## src/rtl/pci_bar_pkg.sv

```systemverilog
package pci_bar_pkg;
  localparam int NUM_BARS = 6;
  localparam int SEL_W    = 3;

  typedef enum logic [1:0] {
    BK_NONE  = 2'd0,
    BK_MEM32 = 2'd1,
    BK_MEM64 = 2'd2,
    BK_IO    = 2'd3
  } bar_kind_e;

  typedef enum logic [2:0] {
    ST_IDLE,
    ST_ADDR2,
    ST_DECODE,
    ST_OWN,
    ST_SKIP
  } dec_state_e;

  localparam logic [3:0] CMD_DAC = 4'b1101;

  function automatic logic is_mem_cmd(input logic [3:0] c);
    return (c == 4'b0110) || (c == 4'b0111) || (c == 4'b1100) ||
           (c == 4'b1110) || (c == 4'b1111);
  endfunction

  function automatic logic is_io_cmd(input logic [3:0] c);
    return c[3:1] == 3'b001;
  endfunction

  // a slot is the upper dword when the slot below it is a 64-bit memory window
  function automatic logic is_upper_slot(input logic [2*NUM_BARS-1:0] kinds, input int i);
    if (i == 0) return 1'b0;
    return kinds[2*(i-1) +: 2] == BK_MEM64;
  endfunction
endpackage

```

## src/rtl/pci_bar_slot.sv

```systemverilog
module pci_bar_slot
  import pci_bar_pkg::*;
#(
  parameter bar_kind_e KIND  = BK_NONE,
  parameter int        SZ    = 12,
  parameter bit        PREF  = 1'b0,
  parameter bit        UPPER = 1'b0
) (
  input  logic        clk,
  input  logic        rst,
  input  logic        wr_en,
  input  logic [31:0] wdata,
  input  logic [31:0] addr_lo,
  input  logic [31:0] addr_hi,
  input  logic [31:0] upper_val,
  input  logic        mem_ok,
  input  logic        io_ok,
  output logic [31:0] rd_val,
  output logic        hit
);
  localparam logic [31:0] SZ_MASK = ~((32'd1 << SZ) - 32'd1);
  localparam logic [31:0] WMASK   = UPPER ? 32'hFFFF_FFFF :
                                    (KIND == BK_NONE) ? 32'h0 : SZ_MASK;
  localparam logic [31:0] FIXED   = UPPER              ? 32'h0 :
                                    (KIND == BK_IO)    ? 32'h1 :
                                    (KIND == BK_MEM64) ? {28'h0, PREF, 3'b100} :
                                    (KIND == BK_MEM32) ? {28'h0, PREF, 3'b000} : 32'h0;

  logic [31:0] base_q;
  logic        base_match;

  always_ff @(posedge clk) begin
    if (rst)        base_q <= '0;
    else if (wr_en) base_q <= wdata & WMASK;
  end

  assign rd_val     = base_q | FIXED;
  assign base_match = (addr_lo & WMASK) == base_q;

  always_comb begin
    hit = 1'b0;
    if (!UPPER) begin
      case (KIND)
        BK_MEM32: hit = mem_ok && base_match && (addr_hi == 32'h0);
        BK_MEM64: hit = mem_ok && base_match && (addr_hi == upper_val);
        BK_IO:    hit = io_ok && base_match;
        default:  hit = 1'b0;
      endcase
    end
  end

  // a window only answers to commands of its own space class
  assert_cmd_space_R6: assert property (@(posedge clk) disable iff (rst)
    hit |-> ((KIND == BK_IO) ? io_ok : mem_ok));
endmodule

```

## src/rtl/pci_bar_claim.sv

```systemverilog
module pci_bar_claim
  import pci_bar_pkg::*;
#(
  parameter int IDX_W = 3
) (
  input  logic             clk,
  input  logic             rst,
  input  logic             frame_n,
  input  logic             irdy_n,
  input  logic             trdy_n,
  input  logic             devsel_ext_n,
  input  logic [31:0]      ad,
  input  logic [3:0]       cbe_n,
  input  logic             sub_en,
  input  logic [1:0]       speed,
  input  logic             any_hit,
  input  logic [IDX_W-1:0] hit_idx,
  output logic [31:0]      dec_lo,
  output logic [31:0]      dec_hi,
  output logic [3:0]       dec_cmd,
  output logic             devsel_n,
  output logic             claim_sub,
  output logic [IDX_W-1:0] claim_idx
);
  localparam logic [2:0] SUB_EDGE = 3'd4;

  dec_state_e       st;
  logic [31:0]      lo_q;
  logic [2:0]       cnt;
  logic             hit_q;
  logic [IDX_W-1:0] idx_q;
  logic             seen_q;
  logic [2:0]       target;

  // in the second clock of a dual address cycle the low dword comes from the holding register
  assign dec_lo  = (st == ST_ADDR2) ? lo_q : ad;
  assign dec_hi  = (st == ST_ADDR2) ? ad   : 32'h0;
  assign dec_cmd = cbe_n;
  assign target  = (speed == 2'd0) ? 3'd1 : (speed == 2'd1) ? 3'd2 : 3'd3;

  always_ff @(posedge clk) begin
    if (rst) begin
      st        <= ST_IDLE;
      lo_q      <= '0;
      cnt       <= '0;
      hit_q     <= 1'b0;
      idx_q     <= '0;
      seen_q    <= 1'b0;
      devsel_n  <= 1'b1;
      claim_sub <= 1'b0;
      claim_idx <= '0;
    end else begin
      case (st)
        ST_IDLE: if (!frame_n) begin
          if (cbe_n == CMD_DAC) begin
            lo_q <= ad;
            st   <= ST_ADDR2;
          end else begin
            hit_q  <= any_hit;
            idx_q  <= hit_idx;
            cnt    <= 3'd1;
            seen_q <= 1'b0;
            st     <= ST_DECODE;
          end
        end
        ST_ADDR2: begin
          hit_q  <= any_hit;
          idx_q  <= hit_idx;
          cnt    <= 3'd1;
          seen_q <= 1'b0;
          st     <= ST_DECODE;
        end
        ST_DECODE: begin
          cnt    <= cnt + 3'd1;
          seen_q <= seen_q | !devsel_ext_n;
          if (hit_q && cnt == target) begin
            devsel_n  <= 1'b0;
            claim_sub <= 1'b0;
            claim_idx <= idx_q;
            st        <= ST_OWN;
          end else if (cnt == SUB_EDGE) begin
            if (sub_en && !hit_q && !seen_q && devsel_ext_n) begin
              devsel_n  <= 1'b0;
              claim_sub <= 1'b1;
              claim_idx <= '0;
              st        <= ST_OWN;
            end else begin
              st <= ST_SKIP;
            end
          end
        end
        ST_OWN: if (frame_n && !irdy_n && !trdy_n) begin
          devsel_n  <= 1'b1;
          claim_sub <= 1'b0;
          st        <= ST_IDLE;
        end
        ST_SKIP: if (frame_n && irdy_n) st <= ST_IDLE;
        default: st <= ST_IDLE;
      endcase
    end
  end

  assert_reset_quiet_R1: assert property (@(posedge clk)
    $past(rst) |-> (devsel_n && !claim_sub));

  assert_claim_window_R5: assert property (@(posedge clk) disable iff (rst)
    $fell(devsel_n) |-> ($past(cnt) >= 3'd1 && $past(cnt) <= SUB_EDGE));

  assert_hold_claim_R7: assert property (@(posedge clk) disable iff (rst)
    (!devsel_n && !frame_n) |=> !devsel_n);

  assert_release_R8: assert property (@(posedge clk) disable iff (rst)
    (!devsel_n && frame_n && !irdy_n && !trdy_n) |=> devsel_n);

  assert_sub_yield_R10: assert property (@(posedge clk) disable iff (rst)
    ($fell(devsel_n) && claim_sub) |-> $past(devsel_ext_n));
endmodule

```

## src/rtl/pci_bar_decoder.sv

```systemverilog
module pci_bar_decoder
  import pci_bar_pkg::*;
#(
  // 2 bits per slot: 0 unused, 1 mem32, 2 mem64 (next slot holds upper dword), 3 I/O
  parameter logic [2*NUM_BARS-1:0] BAR_KIND = {2'd1, 2'd0, 2'd0, 2'd2, 2'd3, 2'd1},
  // 6 bits per slot: log2 of window size in bytes
  parameter logic [6*NUM_BARS-1:0] BAR_SZ   = {6'd8, 6'd0, 6'd0, 6'd20, 6'd5, 6'd12},
  parameter logic [NUM_BARS-1:0]   BAR_PREF = 6'b000100
) (
  input  logic             clk,
  input  logic             rst,
  input  logic             cfg_wr,
  input  logic [SEL_W-1:0] cfg_sel,
  input  logic [31:0]      cfg_wdata,
  output logic [31:0]      cfg_rdata,
  input  logic             mem_en,
  input  logic             io_en,
  input  logic             sub_en,
  input  logic [1:0]       speed,
  input  logic             frame_n,
  input  logic             irdy_n,
  input  logic             trdy_n,
  input  logic [31:0]      ad,
  input  logic [3:0]       cbe_n,
  input  logic             devsel_ext_n,
  output logic             devsel_n,
  output logic             claim_sub,
  output logic [SEL_W-1:0] claim_idx
);
  logic [31:0]         dec_lo, dec_hi;
  logic [3:0]          dec_cmd;
  logic                mem_ok, io_ok;
  logic [31:0]         slot_val [NUM_BARS+1];
  logic [NUM_BARS-1:0] hits;
  logic                any_hit;
  logic [SEL_W-1:0]    hit_idx;

  assign mem_ok             = mem_en && is_mem_cmd(dec_cmd);
  assign io_ok              = io_en && is_io_cmd(dec_cmd);
  assign slot_val[NUM_BARS] = 32'h0;

  for (genvar i = 0; i < NUM_BARS; i++) begin : g_bar
    localparam bar_kind_e KI = bar_kind_e'(BAR_KIND[2*i +: 2]);
    pci_bar_slot #(
      .KIND (KI),
      .SZ   (int'(BAR_SZ[6*i +: 6])),
      .PREF (BAR_PREF[i]),
      .UPPER(is_upper_slot(BAR_KIND, i))
    ) u_slot (
      .clk      (clk),
      .rst      (rst),
      .wr_en    (cfg_wr && (cfg_sel == SEL_W'(i))),
      .wdata    (cfg_wdata),
      .addr_lo  (dec_lo),
      .addr_hi  (dec_hi),
      .upper_val(slot_val[i+1]),
      .mem_ok   (mem_ok),
      .io_ok    (io_ok),
      .rd_val   (slot_val[i]),
      .hit      (hits[i])
    );
  end

  // lowest-numbered matching slot wins
  always_comb begin
    any_hit = 1'b0;
    hit_idx = '0;
    for (int i = NUM_BARS - 1; i >= 0; i--) begin
      if (hits[i]) begin
        any_hit = 1'b1;
        hit_idx = SEL_W'(i);
      end
    end
  end

  always_ff @(posedge clk) begin
    if (rst)                          cfg_rdata <= '0;
    else if (int'(cfg_sel) < NUM_BARS) cfg_rdata <= slot_val[cfg_sel];
    else                              cfg_rdata <= '0;
  end

  pci_bar_claim #(.IDX_W(SEL_W)) u_claim (
    .clk         (clk),
    .rst         (rst),
    .frame_n     (frame_n),
    .irdy_n      (irdy_n),
    .trdy_n      (trdy_n),
    .devsel_ext_n(devsel_ext_n),
    .ad          (ad),
    .cbe_n       (cbe_n),
    .sub_en      (sub_en),
    .speed       (speed),
    .any_hit     (any_hit),
    .hit_idx     (hit_idx),
    .dec_lo      (dec_lo),
    .dec_hi      (dec_hi),
    .dec_cmd     (dec_cmd),
    .devsel_n    (devsel_n),
    .claim_sub   (claim_sub),
    .claim_idx   (claim_idx)
  );

  assert_single_winner_R11: assert property (@(posedge clk) disable iff (rst)
    $fell(devsel_n) && !claim_sub |-> (int'(claim_idx) < NUM_BARS));
endmodule

```

## config.mk

```make
export PLATFORM = sky130hd
export DESIGN_NAME = pci_bar_decoder
export DESIGN_NICKNAME = d
export VERILOG_FILES = /design/src/rtl/pci_bar_pkg.sv /design/src/rtl/pci_bar_slot.sv /design/src/rtl/pci_bar_claim.sv /design/src/rtl/pci_bar_decoder.sv
export SDC_FILE = /design/constraint.sdc
export NUM_CORES = 1
export LEC_CHECK = 0
export BUFFER_PORTS_ARGS = -buffer_cell sky130_fd_sc_hd__buf_2
export CORE_MARGIN = 1.5
export CORE_UTILIZATION = 40
export DETAILED_ROUTE_END_ITERATION = 10
export GPL_ROUTABILITY_DRIVEN = 0
export PLACE_DENSITY_LB_ADDON = 0.12
export REMOVE_ABC_BUFFERS = 1
export SETUP_SLACK_MARGIN = 0.05
export SLEW_MARGIN = 25
export SYNTH_ARGS = -nofsm -noshare
export SYNTH_HDL_FRONTEND = slang
export SYNTH_SLANG_ARGS = --single-unit
```

## constraint.sdc

```tcl
create_clock -name clk -period 3.15 [get_ports clk]
set_input_delay 0.1575 -clock clk [delete_from_list [all_inputs] [get_ports clk]]
set_output_delay 0.1575 -clock clk [all_outputs]
set_load 0.03 [all_outputs]
```

# [Word-level counts from Yosys, hierarchy flattened]
# Cells that the tools add are included.
[totals] out_inout_bits=37 input_bits=83 ff_bits=195
[op_classes] n_eq_ne=29 addsub=1 bitwise=4 n_mux=48 n_reduce_logical=46 magnitude_cmp=2
[ops] operator="$mux W32" n=4
[ops] operator="$bmux W32 S3" n=1
[ops] operator="$mux W3" n=18
[ops] operator="$eq A32 B32 Y1" n=1
[ops] operator="$logic_not A32 Y1" n=1
[ops] operator="$eq A27 B27 Y1" n=1
[ops] operator="$eq A24 B24 Y1" n=1
[ops] operator="$logic_and A1 B1 Y1" n=21
[ops] operator="$eq A20 B20 Y1" n=1
[ops] operator="$mux W1" n=17
[ops] operator="$eq A4 B4 Y1 const B" n=4
[ops] operator="$pmux W3 S5" n=1
[ops] operator="$eq A12 B12 Y1" n=1
[ops] operator="$eq A3 B2 Y1 const B" n=4
[ops] operator="$reduce_and A3 Y1" n=4
[ops] operator="$eq A3 B1 Y1 const B" n=3
[ops] operator="$eq A3 B3 Y1 const B" n=3
[ops] operator="$pmux W3 S3" n=1
[ops] operator="$eq A4 B3 Y1 const B" n=2
[ops] operator="$reduce_and A4 Y1" n=2
[ops] operator="$reduce_bool A2 Y1" n=4
[ops] operator="$logic_not A3 Y1" n=2
[ops] operator="$ne A3 B1 Y1 const B" n=2
[ops] operator="$pmux W1 S2" n=3
[ops] operator="18 further kinds" n=28

# [Depth between registers and ports, before layout]
[depth] word_depth=15 ltp_mapped=13 mapped_depth_nobuf=8

# [Cells and area by module]
# A second synthesis with hierarchy kept.
[unflattened] cells_unflattened=1264 area_unflattened_um2=11215.8
[modules_own_cells] module="pci_bar_claim" area_per_inst_um2=2598.7 seq_area_each_um2=960.9 cells_per_inst=322 n_inst=1
[modules_own_cells] module="pci_bar_decoder" area_per_inst_um2=2473.6 seq_area_each_um2=640.6 cells_per_inst=304 n_inst=1
[modules_own_cells] module="pci_bar_slot at g_bar[1].u_slot" area_per_inst_um2=1283.7 seq_area_each_um2=540.5 cells_per_inst=130 n_inst=1
[modules_own_cells] module="pci_bar_slot at g_bar[5].u_slot" area_per_inst_um2=1257.5 seq_area_each_um2=480.5 cells_per_inst=131 n_inst=1
[modules_own_cells] module="pci_bar_slot at g_bar[3].u_slot" area_per_inst_um2=1174.9 seq_area_each_um2=640.6 cells_per_inst=105 n_inst=1
[modules_own_cells] module="pci_bar_slot at g_bar[0].u_slot" area_per_inst_um2=1107.3 seq_area_each_um2=400.4 cells_per_inst=116 n_inst=1
[modules_own_cells] module="pci_bar_slot at g_bar[2].u_slot" area_per_inst_um2=1068.5 seq_area_each_um2=240.2 cells_per_inst=122 n_inst=1
[modules_own_cells] module="pci_bar_slot at g_bar[4].u_slot" area_per_inst_um2=251.5 seq_area_each_um2=0.0 cells_per_inst=34 n_inst=1

# [Worst setup path before layout]
# Ideal clock, no wire load.
[synth_timing] path_kind="register -> register" start="reg u_claim.st[1]" end="reg u_claim.hit_q" path_slack_ns=0.598 setup_time_ns=0.079 path_stages_with_launch=14 t_required_ns=3.071 t_arrival_ns=2.472 cell_sequence="dfxtp_1 > buf_6 > or3b_1 > buf_6 > buf_6 > buf_6 > buf_6 > mux2i_1 > o2111ai_1 > a2111oi_0 > nand3_1 > a211oi_2 > a21oi_1 > a211oi_2"
[synth_between] elab_chain_cells=12
[synth_lines] item="start, declared" line_no="pci_bar_claim.sv:27" source="dec_state_e st;"
[synth_lines] item="start signal, assigned" line_no="pci_bar_claim.sv:43" source="st <= ST_IDLE;"
[synth_lines] item="start signal, assigned" line_no="pci_bar_claim.sv:57" source="st <= ST_ADDR2;"
[synth_lines] item="start signal, assigned" line_no="pci_bar_claim.sv:63" source="st <= ST_DECODE;"
[synth_lines] item="$eq A3 B1 Y1" line_no="pci_bar_claim.sv:36, pci_bar_claim.sv:37, pci_bar_claim.sv:53"
[synth_lines] item="$mux W32" line_no="pci_bar_claim.sv:36" source="assign dec_lo = (st == ST_ADDR2) ? lo_q : ad;"
[synth_lines] item="$eq A24 B24 Y1" line_no="pci_bar_slot.sv:38" source="assign base_match = (addr_lo & WMASK) == base_q;"
[synth_lines] item="$logic_and A1 B1 Y1 (2 in a row)" line_no="pci_bar_slot.sv:44" source="BK_MEM32: hit = mem_ok && base_match && (addr_hi == 32'h0);"
[synth_lines] item="$mux W1 (4 in a row)" line_no="pci_bar_decoder.sv:69" source="if (hits[i]) begin"
[synth_lines] item="$mux W1" line_no="pci_bar_claim.sv:55" source="if (cbe_n == CMD_DAC) begin"
[synth_lines] item="$mux W1" line_no="pci_bar_claim.sv:54" source="ST_IDLE: if (!frame_n) begin"
[synth_lines] item="$pmux W1 S2" line_no="pci_bar_claim.sv:53" source="case (st)"
[synth_lines] item="end signal, assigned" line_no="pci_bar_claim.sv:59" source="hit_q <= any_hit;"
[synth_lines] item="end signal, assigned" line_no="pci_bar_claim.sv:67" source="hit_q <= any_hit;"
[synth_lines] item="end, declared" line_no="pci_bar_claim.sv:30" source="logic hit_q;"
# Several ways; a longest one is shown, not always the timed one. The select of a mux whose other input is x is not followed.
# A chain may end at the register's enable or synchronous reset.

# [Worst setup path in the final report]
# Ends and elaborated chain as after synthesis.

==> metrics.md <==
| Metric | Value |
|---|---|
| Max VDD drop | `0.000263 V` |
| Die ar. | `around 25000 µm²` |
| Minimum clock period | `between 2 and 3 ns` |
| Mapped Area | `roughly 9700 µm²` |
| Commonest cells post-synth | `nand2_1 (317), dfxtp_1 (190), a21oi_1 (166)` |
| Layout cell share with drive strength beyond 1 | `~16%` |
| FF-to-FF path depth | `8` |
| DP Area | `10600 µm²` |
| First-pass GRT wire length | `between 50000 and 60000 µm` |
| Status | `complete, no violations` |
| Slew margin rel. | `47.0%` |
| Port Buf Inserts | `119` |
| Crit path kind | `reg2reg` |
| Gate power share | `about 16%` |
| # IOs | `120` |
| Initial Util | `around two fifths` |
| #FFs+latches synth | `190` |
| Top area cells in the synthesized netlist | `dfxtp_1 (39%), nand2_1 (12%), a21oi_1 (8.6%), xnor2_1 (4.5%), mux2i_1 (4.0%)` |
| R2R setup slack | `about 0.24 ns` |
| Reg-to-Reg End | `u_claim.hit_q$_SDFFE_PP0P_` |
| Measured slew at the worst slew-check pin | `~0.8 ns` |
| CP required | `between 3 and 4 ns` |
| Worst EP arrival | `approximately 3.3 ns` |
| Number of global-route vias before repair | `around 8600` |
| Yosys top cell by area | `dfxtp_1` |
| Initial DRC count | `986` |
| Num CTS Buffers | `17` |
| Met2 global-route usage | `between 40% and 50%` |
| Grt met1 use | `between 40% and 50%` |
| Via count | `around 9400` |
| Worst clock skew | `approximately 0.011 ns` |
| PD cells | `499 nW/µm²` |
| Synth top area share | `around two fifths` |
| Sequential Power Share | `between 40% and 50%` |
| GRT Total Usage | `28.4%` |
| Leak Pwr | `4.29 nW` |
| Unrepaired setup endpoints after global routing | `no` |
| Fin. max-slew vios | `0` |
| Drt total wl | `between 30000 and 40000 µm` |
| Int Pwr | `about 4.0 mW` |
| Synth Area per Inst | `a little under 8 µm²` |
| Pin count of the biggest net entering global routing | `87` |
| Remaining DRCs | `0` |
| Max Fclk | `~340 MHz` |
| Met3 Use GR | `under 10%` |
| Avg WL per Cell | `21.1 µm` |
| Die extent in x | `158 µm` |
| Post-layout instance area | `~12000 µm²` |
| Post-DP HPWL | `~26000 µm` |
| Number of nets in the layout | `1418` |
| TritonCTS clock tree | `yes` |
| Final Hold Viols | `0` |
| Post-synth top flop | `dfxtp_1` |
| Worst Setup End Kind | `register` |
| Max-cap viol count | `0` |
| Synth warnings | `0` |
| Initial antenna violation count | `0` |
| Core Area | `23600 µm²` |
| First-pass DRT Iterations | `5` |
| Post_cts resized | `0` |
| Area grow syn2layout | `19.1%` |
| Sw Pwr | `~1.8 mW` |
| Antenna cells | `0` |
| Setup tns final | `0 ns` |
| Count leader, synth | `nand2_1` |
| RR Startpoint | `u_claim.st[1]$_SDFFE_PP0P_` |
| Grt total ovfl | `0` |
| Switch share | `a little under a third` |
| Worst-path maximum fanout | `12` |
| Syn Inst Count | `between 1000 and 1500` |
| Crit path from | `u_claim.st[1]$_SDFFE_PP0P_` |
| Final Setup Violations | `0` |
| Clk sinks | `190` |
| CP Capture Point | `u_claim.hit_q$_SDFFE_PP0P_` |
| Detailed-route vias per instance | `about 5.6` |
| CTS clock-pin slew for the worst setup and hold paths | `roughly 0.080 ns` |
| Post-synth ARST share | `0%` |
| GRT busiest layer | `met2` |
| Deepest clock path buffer count | `2` |
| Clock Power Share | `just under 40%` |
| Final period util | `roughly 90%` |
| Startpoint types | `register` |
| Seq/Total Area, Yosys | `about two fifths` |
| CTS HTree Levels | `4` |
| Clk root buf | `clkbuf_16` |
| Synth unique cells | `between 60 and 70` |
| # rows | `56` |
| Overall power | `5.75 mW` |
| Worst hold path type | `in2reg` |
| Worst skew pair latency | `~0.43 ns` |
| Post-synth EDFFs | `0` |
| Die Y | `about 160 µm` |
| Post-route ant nets | `0` |
[flip-flops by register name, indices dropped and copies added (netlist names)]
register,count
g_bar.u_slot.rd_val,76
g_bar.u_slot.base_q,39
cfg_rdata,32
u_claim.lo_q,27
u_claim.claim_idx,3
u_claim.cnt,3
u_claim.idx_q,3
u_claim.st,3
u_claim.claim_sub,1
u_claim.devsel_n,1
u_claim.hit_q,1
u_claim.seen_q,1
[area by class of cell]
| class | count | area [µm²] |
|---|---|---|
| Fill cell | 2348 | 12100 |
| Multi-Input combinational cell | 909 | 5430 |
| Sequential cell | 190 | 3800 |
| Timing Repair Buffer | 176 | 1140 |
| Clock buffer | 17 | 425 |
| Tap cell | 319 | 399 |
| Clock inverter | 15 | 170 |
| Inverter | 39 | 146 |
[through the flow]
stage	hold slack (ns)	std cells	utilization [%]	setup slack, ns
2_1_floorplan	0.222	1137	-	-0.519
3_3_place_gp	0.402	1603	44.9	0.216
3_5_place_dp	0.408	1603	45.0	0.222
4_1_cts	0.00375	1663	48.7	0.186
5_1_grt	0.0148	1665	48.7	0.0903
6_report	0.00683	1665	48.7	0.241
[layout by cell type, fill, tap and decap left out, types with 4 or more instances in the layout]
cell type	netlist	final
dlygate4sd3_1	0	29
clkbuf_16	0	17
o22ai_1	14	14
a21oi_1	166	166
nand2_1	317	317
a2111oi_0	4	4
nor3_1	10	9
o32ai_1	6	6
nand4_1	15	15
o2111ai_1	5	5
and2_1	8	8
nand2b_1	15	15
nor4_1	22	21
mux4_2	12	12
dfxtp_1	190	190
buf_4	0	26
o21ai_0	23	23
nor2_1	45	44
nor4bb_1	8	7
a21boi_0	8	8
nor2b_1	5	5
a22oi_1	6	6
mux2i_1	39	39
inv_1	39	39
xor2_1	25	25
xnor2_1	50	50
o221ai_1	4	4
nand3_1	7	7
a221oi_1	5	5
a31oi_1	7	7
inv_6	0	7
buf_2	3	118
a22o_1	21	21
[power by group through the flow]
stage          Clock, mW  Combinational (mW)  Sequential (mW)
2_1_floorplan          0               0.508             2.60
3_3_place_gp           0               0.893             2.62
3_5_place_dp           0               0.893             2.62
4_1_cts             2.25               0.924             2.56
5_1_grt             2.36                1.02             2.59
6_report            2.23               0.939             2.58
[worst max-delay path: stages, from the launching register on]
cell and delay, ns:
dfxtp_1 0.58, or3b_4 0.40, buf_4 0.21, mux2i_1 0.29, xnor2_1 0.12, nor4_1 0.57, o2111a_1 0.33, a21oi_1 0.09
a211oi_2 0.23
[per-layer routing]
| layer | vias to the layer above | part of all wire, % |
|---|---|---|
| met2 | 416 | 44 |
| met4 | 0 | 2.7 |
| li1 | 4459 | - |
| met1 | 4451 | 46 |
| met3 | 61 | 7.7 |
| met5 | - | 0 |
[timing repair]
| item | CTS | global route |
|---|---|---|
| setup endpoints to repair | 0 | 1 |
| hold endpoints to repair | 75 | 1 |
| buffers inserted | 0 | 0 |
| hold buffers | 28 | 1 |
[how the worst min path moves through the flow]
stage	start	end	slack (ns)	depth (start not counted)
floorplan	rst	u_claim.hit_q$_SDFFE_PP0P_	0.22	1
global placement	cfg_wdata[3]	g_bar[3].u_slot.rd_val[3]$_SDFFE_PP0P_	0.40	3
detailed placement	cfg_wdata[4]	g_bar[3].u_slot.rd_val[4]$_SDFFE_PP0P_	0.41	3
CTS	cfg_wdata[25]	g_bar[3].u_slot.rd_val[25]$_SDFFE_PP0P_	0.004	3
global route	ad[10]	u_claim.lo_q[10]$_SDFFE_PP0P_	0.01	3
finish	cfg_wdata[30]	g_bar[5].u_slot.rd_val[30]$_SDFFE_PP0P_	0.007	3
[cells by family after synthesis]
family	count (synthesis)	synth area share, %
DFF	190	39.4
AOI/OAI and AO/OA	303	19.5
buffers and inverters	116	4.93
muxes	55	7.50
xor gates and xnor gates	75	6.80
adders and majority gates	2	0.259
and+or+nand+nor	473	21.7
Power figures use the tool's default switching activity.
